==> src/rtl/irq_bkpt_pkg.sv <==
package irq_bkpt_pkg;
    localparam int DATA_W   = 16;
    localparam int SEL_W    = 2;
    localparam int NUM_SRC  = 4;

    localparam int SRC_TMR0 = 0;
    localparam int SRC_TMR1 = 1;
    localparam int SRC_GPIO = 2;
    localparam int SRC_UART = 3;

    localparam logic [SEL_W-1:0] SEL_ENABLE = 2'd0;
    localparam logic [SEL_W-1:0] SEL_BKPT   = 2'd1;
    localparam logic [SEL_W-1:0] SEL_PEND   = 2'd2;

    typedef enum logic [1:0] {
        BP_IDLE  = 2'd0,
        BP_ARMED = 2'd1,
        BP_HIT   = 2'd2
    } bp_state_e;
endpackage

==> src/rtl/irq_enable_regs.sv <==
module irq_enable_regs
    import irq_bkpt_pkg::*;
#(
    parameter int NSRC     = NUM_SRC,
    parameter int HOLD_IDX = SRC_UART
) (
    input  logic            clk,
    input  logic            rst_n,
    input  logic            en_wr,
    input  logic            ack_wr,
    input  logic [NSRC-1:0] wbits,
    input  logic [NSRC-1:0] ev,
    output logic [NSRC-1:0] en_q,
    output logic [NSRC-1:0] pend_q,
    output logic [NSRC-1:0] req
);
    always_ff @(posedge clk or negedge rst_n) begin
        if (!rst_n) en_q <= '0;
        else if (en_wr) en_q <= wbits;
    end

    for (genvar i = 0; i < NSRC; i++) begin : g_src
        if (i == HOLD_IDX) begin : g_ack_clear
            // latch kept over disable; cleared by acknowledge, new event wins
            always_ff @(posedge clk or negedge rst_n) begin
                if (!rst_n) pend_q[i] <= 1'b0;
                else if (ev[i] && en_q[i]) pend_q[i] <= 1'b1;
                else if (ack_wr && wbits[i]) pend_q[i] <= 1'b0;
            end

            assert_uart_hold_R6: assert property (@(posedge clk) disable iff (!rst_n)
                (pend_q[i] && !(ack_wr && wbits[i])) |=> pend_q[i]);
        end else begin : g_flush_clear
            // disable write flushes latch, takes precedence over an event
            always_ff @(posedge clk or negedge rst_n) begin
                if (!rst_n) pend_q[i] <= 1'b0;
                else if (en_wr && !wbits[i]) pend_q[i] <= 1'b0;
                else if (ev[i] && en_q[i]) pend_q[i] <= 1'b1;
            end

            assert_disable_flush_R5: assert property (@(posedge clk) disable iff (!rst_n)
                (en_wr && !wbits[i]) |=> !pend_q[i]);
        end

        assign req[i] = pend_q[i] & en_q[i];

        assert_set_needs_enable_R3: assert property (@(posedge clk) disable iff (!rst_n)
            (!pend_q[i] && !en_q[i]) |=> !pend_q[i]);
    end
endmodule

==> src/rtl/bkpt_fsm.sv <==
module bkpt_fsm
    import irq_bkpt_pkg::*;
#(
    parameter int AW = DATA_W
) (
    input  logic          clk,
    input  logic          rst_n,
    input  logic          wr_en,
    input  logic [AW-1:0] wdata,
    input  logic [AW-1:0] pc,
    output logic [AW-1:0] addr_q,
    output logic          hit
);
    bp_state_e state_q, state_d;
    logic      zero_wr;

    assign zero_wr = wr_en && (wdata == '0);

    always_ff @(posedge clk or negedge rst_n) begin
        if (!rst_n) addr_q <= '0;
        else if (wr_en) addr_q <= wdata;
    end

    always_ff @(posedge clk or negedge rst_n) begin
        if (!rst_n) state_q <= BP_IDLE;
        else state_q <= state_d;
    end

    always_comb begin
        state_d = state_q;
        unique case (state_q)
            BP_IDLE:  if (wr_en && !zero_wr) state_d = BP_ARMED;
            BP_ARMED: begin
                if (zero_wr) state_d = BP_IDLE;
                else if (pc == addr_q) state_d = BP_HIT;
            end
            BP_HIT:   if (zero_wr) state_d = BP_IDLE;
            default:  state_d = BP_IDLE;
        endcase
    end

    always_comb begin
        hit = (state_q == BP_HIT);
    end

    assert_zero_never_hits_R9: assert property (@(posedge clk) disable iff (!rst_n)
        (addr_q == '0 && !hit) |=> !hit);
    assert_hit_latched_R10: assert property (@(posedge clk) disable iff (!rst_n)
        (hit && !zero_wr) |=> hit);
    assert_zero_write_drops_R11: assert property (@(posedge clk) disable iff (!rst_n)
        zero_wr |=> !hit);
    assert_match_caught_R8: assert property (@(posedge clk) disable iff (!rst_n)
        (addr_q != '0 && pc == addr_q && !zero_wr) |=> hit);
endmodule

==> src/rtl/irq_bkpt_unit.sv <==
module irq_bkpt_unit
    import irq_bkpt_pkg::*;
(
    input  logic              clk,
    input  logic              rst_n,
    input  logic              reg_wr_en,
    input  logic [SEL_W-1:0]  reg_sel,
    input  logic [DATA_W-1:0] reg_wdata,
    output logic [DATA_W-1:0] reg_rdata,
    input  logic              ev_uart_tx,
    input  logic              ev_uart_rx,
    input  logic              ev_gpio,
    input  logic              ev_tmr1,
    input  logic              ev_tmr0,
    input  logic [DATA_W-1:0] pc,
    output logic              irq_uart,
    output logic              irq_gpio,
    output logic              irq_tmr1,
    output logic              irq_tmr0,
    output logic              irq_bkpt
);
    localparam int PAD_W = DATA_W - NUM_SRC;

    logic [NUM_SRC-1:0] ev, en_q, pend_q, req;
    logic [DATA_W-1:0]  bp_addr;
    logic               en_wr, ack_wr, bp_wr;

    assign en_wr  = reg_wr_en && (reg_sel == SEL_ENABLE);
    assign bp_wr  = reg_wr_en && (reg_sel == SEL_BKPT);
    assign ack_wr = reg_wr_en && (reg_sel == SEL_PEND);

    always_comb begin
        ev = '0;
        ev[SRC_UART] = ev_uart_tx | ev_uart_rx;
        ev[SRC_GPIO] = ev_gpio;
        ev[SRC_TMR1] = ev_tmr1;
        ev[SRC_TMR0] = ev_tmr0;
    end

    irq_enable_regs #(.NSRC(NUM_SRC), .HOLD_IDX(SRC_UART)) u_en (
        .clk    (clk),
        .rst_n  (rst_n),
        .en_wr  (en_wr),
        .ack_wr (ack_wr),
        .wbits  (reg_wdata[NUM_SRC-1:0]),
        .ev     (ev),
        .en_q   (en_q),
        .pend_q (pend_q),
        .req    (req)
    );

    bkpt_fsm #(.AW(DATA_W)) u_bp (
        .clk    (clk),
        .rst_n  (rst_n),
        .wr_en  (bp_wr),
        .wdata  (reg_wdata),
        .pc     (pc),
        .addr_q (bp_addr),
        .hit    (irq_bkpt)
    );

    always_comb begin
        case (reg_sel)
            SEL_ENABLE: reg_rdata = {{PAD_W{1'b0}}, en_q};
            SEL_BKPT:   reg_rdata = bp_addr;
            SEL_PEND:   reg_rdata = {{PAD_W{1'b0}}, pend_q};
            default:    reg_rdata = '0;
        endcase
    end

    assign irq_uart = req[SRC_UART];
    assign irq_gpio = req[SRC_GPIO];
    assign irq_tmr1 = req[SRC_TMR1];
    assign irq_tmr0 = req[SRC_TMR0];

    assert_masked_when_disabled_R4: assert property (@(posedge clk) disable iff (!rst_n)
        $fell(en_q[SRC_UART]) |-> !irq_uart);
endmodule

==> config.mk <==
export PLATFORM = sky130hd
export DESIGN_NAME = irq_bkpt_unit
export DESIGN_NICKNAME = d
export VERILOG_FILES = /design/src/rtl/irq_bkpt_pkg.sv /design/src/rtl/irq_enable_regs.sv /design/src/rtl/bkpt_fsm.sv /design/src/rtl/irq_bkpt_unit.sv
export SDC_FILE = /design/constraint.sdc
export NUM_CORES = 1
export LEC_CHECK = 0
export ABC_AREA = 1
export ABC_CLOCK_PERIOD_IN_PS = 1300
export BUFFER_PORTS_ARGS = -buffer_cell sky130_fd_sc_hd__buf_2
export CAP_MARGIN = 20
export CELL_PAD_IN_SITES_DETAIL_PLACEMENT = 1
export CELL_PAD_IN_SITES_GLOBAL_PLACEMENT = 2
export CORE_AREA = 2 2 115 61
export CTS_CLUSTER_SIZE = 30
export DETAILED_ROUTE_END_ITERATION = 10
export DIE_AREA = 0 0 117 63
export PLACE_DENSITY = 0.86
export RECOVER_POWER = 50
export SYNTH_ARGS = -nofsm -noshare
export SYNTH_HDL_FRONTEND = slang
export SYNTH_SLANG_ARGS = --single-unit
==> constraint.sdc <==
create_clock -name clk -period 1.3 [get_ports clk]
set_clock_uncertainty 0.15 [all_clocks]
set_input_delay 0.26 -clock clk [delete_from_list [all_inputs] [get_ports clk]]
set_output_delay 0.26 -clock clk [all_outputs]
set_load 0.05 [all_outputs]
==> flow_summary.json, run 1 <==
{
  "drive_gt1_share_pct": 49.8,
  "start_util_pct": 24.3,
  "die_x_microns": 117,
  "rsz0062_at_grt": "yes",
  "rr_startpoint": "u_bp.addr_q[2]",
  "post_dp_cell_area_sq_mm": 0.00227,
  "p_per_area_mw_per_mm2": 1090,
  "drt_pass1_iterations": 4,
  "power_uw": 3020,
  "worst_slack_ns": -0.241,
  "gr-total-overflow": 0,
  "cts_root_buffer": "clkbuf_16",
  "ant_nets": 0,
  "leakagePower_uw": 0.00135,
  "cts_sinks": 26,
  "grt_pass1_vias": 1803,
  "placementRows": 21,
  "synth.largest_area_cell": "dfrtp_1",
  "dieArea_sq_mm": 0.00737,
  "slew_viol_final": 0,
  "synthArstFlopShare_pct": 100,
  "coreArea_sq_mm": 0.00644,
  "clock_latency_ns": 0.26,
  "post_drt_wl_per_cell_microns": 13.4,
  "htree_levels": 1,
  "port_buffers": 62,
  "cap_violations": 0,
  "hold_viol_final": 0,
  "clkTransAtPathRegs_ns": 0.06,
  "vias_per_cell": 4.11,
  "tightest_slew_ns": 0.384,
  "routed_wirelength_mm": 5.63,
  "fillers": 809,
  "drc_errors": 0,
  "worstPathArrival_ns": 1.13,
  "min_from": "reg_wdata[14]",
  "synth_area_leaders": "dfrtp_1, nand2_1, inv_1",
  "whs_ns": 0.0758,
  "hold_class": "in2reg",
  "cts_tree": "built",
  "hold_path_end": "u_bp.addr_q[14]",
  "start_kind": "input port",
  "cp_max_fo": 4,
  "synth_seq_cells": 26,
  "cts_buffer_depth": 2,
  "die_y_microns": 63,
  "maxSlewHeadroom_pct": 74.4,
  "final_area_sq_mm": 0.00278,
  "synth_top_area_share_pct": 41.6,
  "ys_seq_area_share_pct": 41.6,
  "violations": "negative setup slack",
  "end_kind": "output port",
  "grt_usage_pct": 15.9,
  "r2r_end": "u_bp.state_q[1]",
  "ys.flop_type": "dfrtp_1",
  "grt_max_degree": 27,
  "setup_viol": 23,
  "synth_area_per_cell_sq_um": 6.82,
  "timing.fmax_mhz": 649,
  "synthTopCellsByCount": "nand2_1, inv_1, nor2_1",
  "num_io_pins": 63,
  "synthesis.area_sq_mm": 0.00156,
  "gp_congestion": 0.837,
  "cp_data_required_time_ns": 0.89,
  "yosysWarnings": 0,
  "critical_path_class": "in2out",
  "fin_nets": 373,
  "drt_iter0_drc": 42,
  "status": "finished, violations left",
  "grt_pass1_wl_mm": 8.94,
  "post-route-min-period_ns": 1.54,
  "synth-edff-count": 0,
  "areaGrowthSynthToFinish_pct": 78.1,
  "peakVddDrop_mv": 0.474,
  "r2r_slack_ns": -0.08,
  "post-place-ws_ns": -0.307,
  "synth.distinct_cells": 18,
  "synth_nets": 271,
  "hpwl_mm": 4.41,
  "worst_r2r_path_depth": 11,
  "vias": 1729,
  "hold_depth": 3,
  "antenna_found_initial": 0,
  "cts_buffers": 3,
  "synthesis.instances": 229,
  "period_share_pct": 119,
  "yosysMostFrequentCell": "nand2_1",
  "antenna_cells": 0
}
## power breakdown
part           leakage, uW  internal (uW)  switching [uW]  total, uW
clock network    0.0000370            408             270        678
registers         0.000310            934             115       1050
logic              0.00100            561             736       1300
total              0.00135           1900            1120       3020
## cells in the final DEF, fill, tap and decap left out
master	instances
clkbuf_16	3
inv_1	23
nand2_1	60
buf_2	39
xnor2_1	10
nor2_2	5
dfrtp_1	26
o22ai_1	3
buf_8	11
buf_4	30
nor3_1	1
nor2_4	16
buf_6	18
o221ai_4	2
inv_8	1
o21ai_0	19
clkbuf_4	1
nand2_4	2
nand3_1	3
o211ai_1	2
buf_12	1
nand3_2	2
nand2_2	7
dlygate4sd3_1	1
nor2_1	15
inv_2	22
nand2_8	1
xnor2_2	2
o21ai_1	2
inv_4	1
## through the flow
stage	setup TNS, ns	utilization (%)	cells
global placement	-4.59	35.2	401
floorplan	-0.921	-	229
CTS	-2.64	41.3	414
finish	-2.27	43.2	421
global route	-3.41	43.2	421
detailed placement	-5.55	35.2	401
## routing by layer
layer  global-route usage, %  vias up  routed length (microns)
li1                        -      887                        -
met1                    23.1      791                     2790
met2                    24.1       49                     2420
met3                    4.95        2                      414
met4                    1.03        0                        6
met5                       0        -                        0
## worst max-delay path, cell delays in order
cell and delay (ns):
buf_8 0.11, buf_6 0.11, nor2_4 0.13, inv_4 0.07
o211ai_1 0.21, buf_4 0.24
## worst max path at each step
stage,from,to,slack [ns],cells after the start
final,reg_sel[1],reg_rdata[0],-0.24,6
after global routing,u_en.en_q[0],reg_rdata[0],-0.26,3
after CTS,u_en.en_q[0],reg_rdata[0],-0.24,3
after detailed placement,reg_sel[1],reg_rdata[0],-0.31,6
after global placement,reg_sel[1],reg_rdata[11],-0.25,6
after floorplan,reg_sel[1],reg_rdata[0],-0.33,3
## kinds of logic (layout without fill, tap and decap cells)
family,after synthesis,in the layout,synth area share [%]
AOI/OAI and AO/OA,28,28,10.0
DFF,26,26,41.6
xor gates and xnor gates,12,12,6.73
and+or+nand+nor,112,112,29.1
buffers and inverters,51,151,12.5
## registers in the layout, summed over array words and instances, names as in the netlist
signal	count
u_en.pend_q	4
u_en.en_q	4
u_bp.state_q	2
u_bp.addr_q	16
## area by class of cell
cell class / instances / area, sq um / share of cell area (%)
Sequential cell: 26 / 651 / 23.4
Timing Repair Buffer: 101 / 826 / 29.7
Inverter: 47 / 186 / 6.70
Tap cell: 92 / 115 / 4.13
Multi-Input combinational cell: 152 / 931 / 33.4
Clock buffer: 3 / 75.1 / 2.70
## repair_timing
action                                  CTS  global route
hold buffers                              1             0
endpoints found under the setup margin   23            23
endpoints found under the hold margin    26             0
resized for setup                        86            21
cloned                                    0             0
pin swaps                                20            26
buffers inserted                          9             7
(Power assumes the default switching activity.)
==> inputs of run 2 (changes only) <==
Settings changed: ABC_CLOCK_PERIOD_IN_PS 1300 to 1600, SETUP_SLACK_MARGIN set to 0.02.
Clock period 1.3 ns to 1.6 ns, I/O delays scaled along.
==> flow_summary.json, run 2 (same netlist as run 1, synthesis figures left out) <==
{
  "post-route-min-period_ns": 1.59,
  "grt_max_degree": 27,
  "clock_latency_ns": 0.26,
  "tightest_slew_ns": 0.695,
  "cts_buffers": 3,
  "routed_wirelength_mm": 5.14,
  "largest_register_ffs": 16,
  "port_buffers": 62,
  "period_share_pct": 99.4,
  "cts_tree": "built",
  "cts_sinks": 26,
  "grt_use_met2_pct": 20.7,
  "whs_ns": 0.136,
  "hold_class": "in2reg",
  "hpwl_mm": 4.27,
  "drive_gt1_share_pct": 34.2,
  "placementRows": 21,
  "cts_root_buffer": "clkbuf_16",
  "start_kind": "flip-flop",
  "maxSlewHeadroom_pct": 53.7,
  "grt_use_met3_pct": 4.36,
  "rsz0062_at_grt": "yes",
  "final_core_util_pct": 35.6,
  "start_util_pct": 24.3,
  "vias_per_cell": 4.14,
  "die_y_microns": 63,
  "coreArea_sq_mm": 0.00644,
  "drc_errors": 0,
  "power_uw": 2340,
  "htree_levels": 1,
  "drt_pass1_iterations": 4,
  "cp_max_fo": 3,
  "final_common_cell": "nand2_1",
  "antenna_found_initial": 0,
  "post_drt_wl_per_cell_microns": 13.1,
  "p_per_area_mw_per_mm2": 1020,
  "postCtsSetupBuffers": 0,
  "timing.fmax_mhz": 629,
  "leakagePower_uw": 0.00117,
  "grt_usage_pct": 14.4,
  "clkTransAtPathRegs_ns": 0.07,
  "cp_data_required_time_ns": 1.13,
  "cap_violations": 0,
  "path_delay_family": "flip-flops",
  "fillers": 837,
  "grt_pass1_vias": 1657,
  "die_x_microns": 117,
  "slew_viol_final": 0,
  "end_kind": "output port",
  "critPathBufInv": 2,
  "hold_viol_final": 0,
  "vias": 1626,
  "use_met1_pct": 21.9,
  "drt_iter0_drc": 70,
  "areaGrowthSynthToFinish_pct": 46.8,
  "status": "completed",
  "busiest_layer": "met1",
  "grt_pass1_wl_mm": 8.14,
  "num_io_pins": 63,
  "cts_buffer_depth": 2,
  "peakVddDrop_mv": 0.535,
  "reg_top3": "u_bp.addr_q: 16 flops, u_en.en_q: 4 flops, u_en.pend_q: 4 flops",
  "antenna_cells": 0,
  "worstPathArrival_ns": 1.12,
  "fin_nets": 344,
  "setup_viol": 0,
  "gp_congestion": 0.784,
  "critical_path_class": "reg2out",
  "crit_path_top_delay_cell": "dfrtp_1",
  "final_cell_mix": "nand2_1, buf_2, inv_1, dfrtp_1, nor2_1",
  "ant_nets": 0,
  "dieArea_sq_mm": 0.00737,
  "crit_chain": "inv_2, o211ai_1, buf_4",
  "regMostFlops": "u_bp.addr_q",
  "slowest_delay_ns": 0.39,
  "gr-total-overflow": 0
}
[run 2: worst min-delay path: cells and delay by family]
| kind | cells | cell delay [ns] |
|---|---|---|
| compound gates | 1 | 0.06 |
| buf+inv | 1 | 0.09 |
| simple gates | 1 | 0.04 |
[run 2: final cells by class]
type	count	area, sq um	share of cell area [%]
Timing Repair Buffer	72	473	20.6
Clock inverter	1	30.0	1.31
Inverter	47	179	7.80
Tap cell	92	115	5.02
Multi-Input combinational cell	152	771	33.6
Clock buffer	3	75.1	3.27
Sequential cell	26	651	28.4
[run 2: where the power goes]
part           switching [uW]  internal [uW]  total (uW)
Sequential               84.1            759         843
Combinational             491            271         762
Clock                     235            498         733
[run 2: per-layer routing]
layer / vias up / part of all wire (%)
li1: 826 / -
met1: 751 / 54
met2: 47 / 40
met3: 2 / 6.1
met4: 0 / 0.12
met5: - / 0
[run 2: final timing paths]
check / start / to / slack [ns] / cells past startpoint
min reg2reg: u_bp.addr_q[0] / u_bp.addr_q[0] / 0.40 / 2
max: u_en.en_q[0] / reg_rdata[0] / 0.01 / 3
min in group asynchronous: rst_n / u_en.pend_q[3] / 0.49 / 2
max in group asynchronous: rst_n / u_bp.state_q[0] / 0.35 / 2
min: reg_wdata[7] / u_bp.addr_q[7] / 0.14 / 3
max reg2reg: u_bp.addr_q[5] / u_bp.state_q[0] / 0.22 / 8
[run 2: repair_timing]
item	4_1_cts	5_1_grt
hold endpoints to repair	26	0
pin swaps	3	2
setup endpoints to repair	17	16
gates resized for setup	33	15
hold buffers	1	0
cloned	0	0
[run 2: through the flow]
step,setup slack (ns),cells,setup TNS (ns),instance area (sq um)
finish,0.00967,393,0,2290
global route,-0.0469,393,-0.124,2290
CTS,-0.0145,393,-0.0271,2270
detailed placement,-0.130,388,-1.06,2060
global placement,-0.0876,388,-0.527,2060
floorplan,-0.210,229,-2.39,1590
==> inputs of run 3 (changes only) <==
Settings changed: RECOVER_POWER 50 to not set.
==> flow_summary.json, run 3 (same netlist as run 1, synthesis figures left out) <==
{
  "status": "completed",
  "die_x_microns": 117,
  "cts_buffer_depth": 2,
  "internal-power_uw": 1530,
  "hold_depth": 3,
  "period_share_pct": 99.5,
  "drt_pass1_iterations": 4,
  "cp.depth": 6,
  "gr-total-overflow": 0,
  "num_io_pins": 63,
  "final_cell_mix": "nand2_1, buf_2, inv_1, dfrtp_1, nor2_1",
  "drc_errors": 0,
  "slowest_delay_ns": 0.20,
  "p_sw_uw": 813,
  "rr_startpoint": "u_bp.addr_q[5]",
  "maxSlewHeadroom_pct": 58.1,
  "hold_class": "in2reg",
  "areaGrowthSynthToFinish_pct": 48.1,
  "timing.fmax_mhz": 628,
  "vias_per_cell": 4.13,
  "cp_common_cell": "buf_6",
  "combPwrFrac_pct": 32.7,
  "r2r_end": "u_bp.state_q[0]",
  "cts_sinks": 26,
  "grt_use_met3_pct": 4.36,
  "setup_tns_ns": 0,
  "cp-startpoint": "reg_sel[0]",
  "antenna_cells": 0,
  "rsz0062_at_grt": "yes",
  "final_common_cell": "nand2_1",
  "routed_wirelength_mm": 5.15,
  "fin_nets": 344,
  "critical_path_class": "in2out",
  "clkPwrFrac_pct": 31.3,
  "p_per_area_mw_per_mm2": 1010,
  "start_kind": "input port",
  "power_uw": 2340,
  "worst_r2r_path_depth": 8,
  "end_kind": "output port",
  "grt_max_degree": 27,
  "htree_levels": 1,
  "hpwl_mm": 4.27,
  "crit_path_top_delay_cell": "o221ai_2",
  "post_drt_wl_per_cell_microns": 13.1,
  "leakagePower_uw": 0.00118,
  "slew_viol_final": 0,
  "seq_power_share_pct": 36.0,
  "hold_viol_final": 0,
  "worstPathArrival_ns": 1.12,
  "hold_path_end": "u_bp.addr_q[7]",
  "cp_data_required_time_ns": 1.13,
  "path_delay_family": "buffers and inverters",
  "cp_max_fo": 4,
  "reg_top3": "u_bp.addr_q: 16 flops, u_en.en_q: 4 flops, u_en.pend_q: 4 flops",
  "cts_root_buffer": "clkbuf_16",
  "coreArea_sq_mm": 0.00644,
  "regMostFlops": "u_bp.addr_q",
  "cts_tree": "built",
  "final_core_util_pct": 36.0,
  "grt_use_met2_pct": 20.7,
  "drive_gt1_share_pct": 34.9,
  "start_util_pct": 24.3,
  "die_y_microns": 63,
  "setup_viol": 0,
  "clkTransAtPathRegs_ns": 0.06,
  "grt_usage_pct": 14.4,
  "gp_congestion": 0.784,
  "fillers": 837,
  "grt_pass1_vias": 1657,
  "swShare_pct": 34.7,
  "port_buffers": 62,
  "peakVddDrop_mv": 0.535,
  "drt_iter0_drc": 66,
  "post-place-ws_ns": -0.130,
  "r2r_slack_ns": 0.22,
  "use_met1_pct": 21.9,
  "min_from": "reg_wdata[7]",
  "critPathBufInv": 4,
  "worst_slack_ns": 0.00720,
  "cts_buffers": 3,
  "busiest_layer": "met1",
  "grt_pass1_wl_mm": 8.14,
  "tightest_slew_ns": 0.629,
  "clock_latency_ns": 0.26,
  "placementRows": 21,
  "vias": 1623,
  "crit_chain": "buf_6, buf_6, nor2_4, inv_4, o221ai_2, buf_6",
  "dieArea_sq_mm": 0.00737,
  "post-route-min-period_ns": 1.59,
  "largest_register_ffs": 16,
  "ant_nets": 0,
  "antenna_found_initial": 0,
  "cap_violations": 0
}
run 3: cell types whose count changed in the layout (fill, tap and decap cells not counted):
cell,delta
buf_2,+1
buf_4,+4
clkbuf_1,-1
clkbuf_2,-3
clkbuf_4,-1
nor2_1,-1
nor2_2,-1
nor2_4,+2
run 3: what timing repair did:
action,in CTS,in global routing
setup endpoints to repair,17,16
hold buffers,1,0
resized for setup,33,15
pin swaps,3,2
endpoints found under the hold margin,26,0
gates cloned,0,0
setup buffers,0,0
run 3: worst register-to-register path: cells and delay by family, from the launching register on:
| kind | cells | cell delay [ns] |
|---|---|---|
| compound gates | 1 | 0.06 |
| xor+xnor | 1 | 0.24 |
| buf+inv | 1 | 0.06 |
| flops | 1 | 0.39 |
| simple gates | 5 | 0.37 |
run 3: stage by stage:
| step | hold WS (ns) | area [sq um] | instances |
|---|---|---|---|
| 2_1_floorplan | -0.126 | 1590 | 229 |
| 4_1_cts | 0.132 | 2270 | 393 |
| 6_report | 0.136 | 2310 | 393 |
| 3_5_place_dp | 0.230 | 2060 | 388 |
| 5_1_grt | 0.157 | 2310 | 393 |
| 3_3_place_gp | 0.223 | 2060 | 388 |
run 3: final cells by class:
type                            instances  area [sq um]  area share (%)
Clock buffer                            3          75.1            3.24
Clock inverter                          1          30.0            1.30
Inverter                               47           179            7.73
Multi-Input combinational cell        152           783            33.8
Sequential cell                        26           651            28.1
Tap cell                               92           115            4.97
Timing Repair Buffer                   72           482            20.8
run 3: worst max path at each step:
stage	slack [ns]	to
after global routing	-0.05	reg_rdata[0]
final	0.007	reg_rdata[2]
after global placement	-0.09	reg_rdata[11]
after detailed placement	-0.13	reg_rdata[11]
after floorplan	-0.21	reg_rdata[10]
after CTS	-0.01	reg_rdata[1]
run 3: per-layer routing:
layer  share of wire, %  routed length, microns  vias to the layer above
met1                 54                    2770                      748
met4               0.12                       6                        0
met2                 40                    2050                       47
met3                6.1                     316                        2
met5                  0                       0                        -
li1                   -                       -                      826
run 3: power groups by stage:
stage	Sequential [uW]	Clock, uW	Combinational, uW
2_1_floorplan	830	0	484
3_3_place_gp	846	0	692
3_5_place_dp	853	0	706
4_1_cts	842	759	754
5_1_grt	858	785	848
6_report	843	733	767
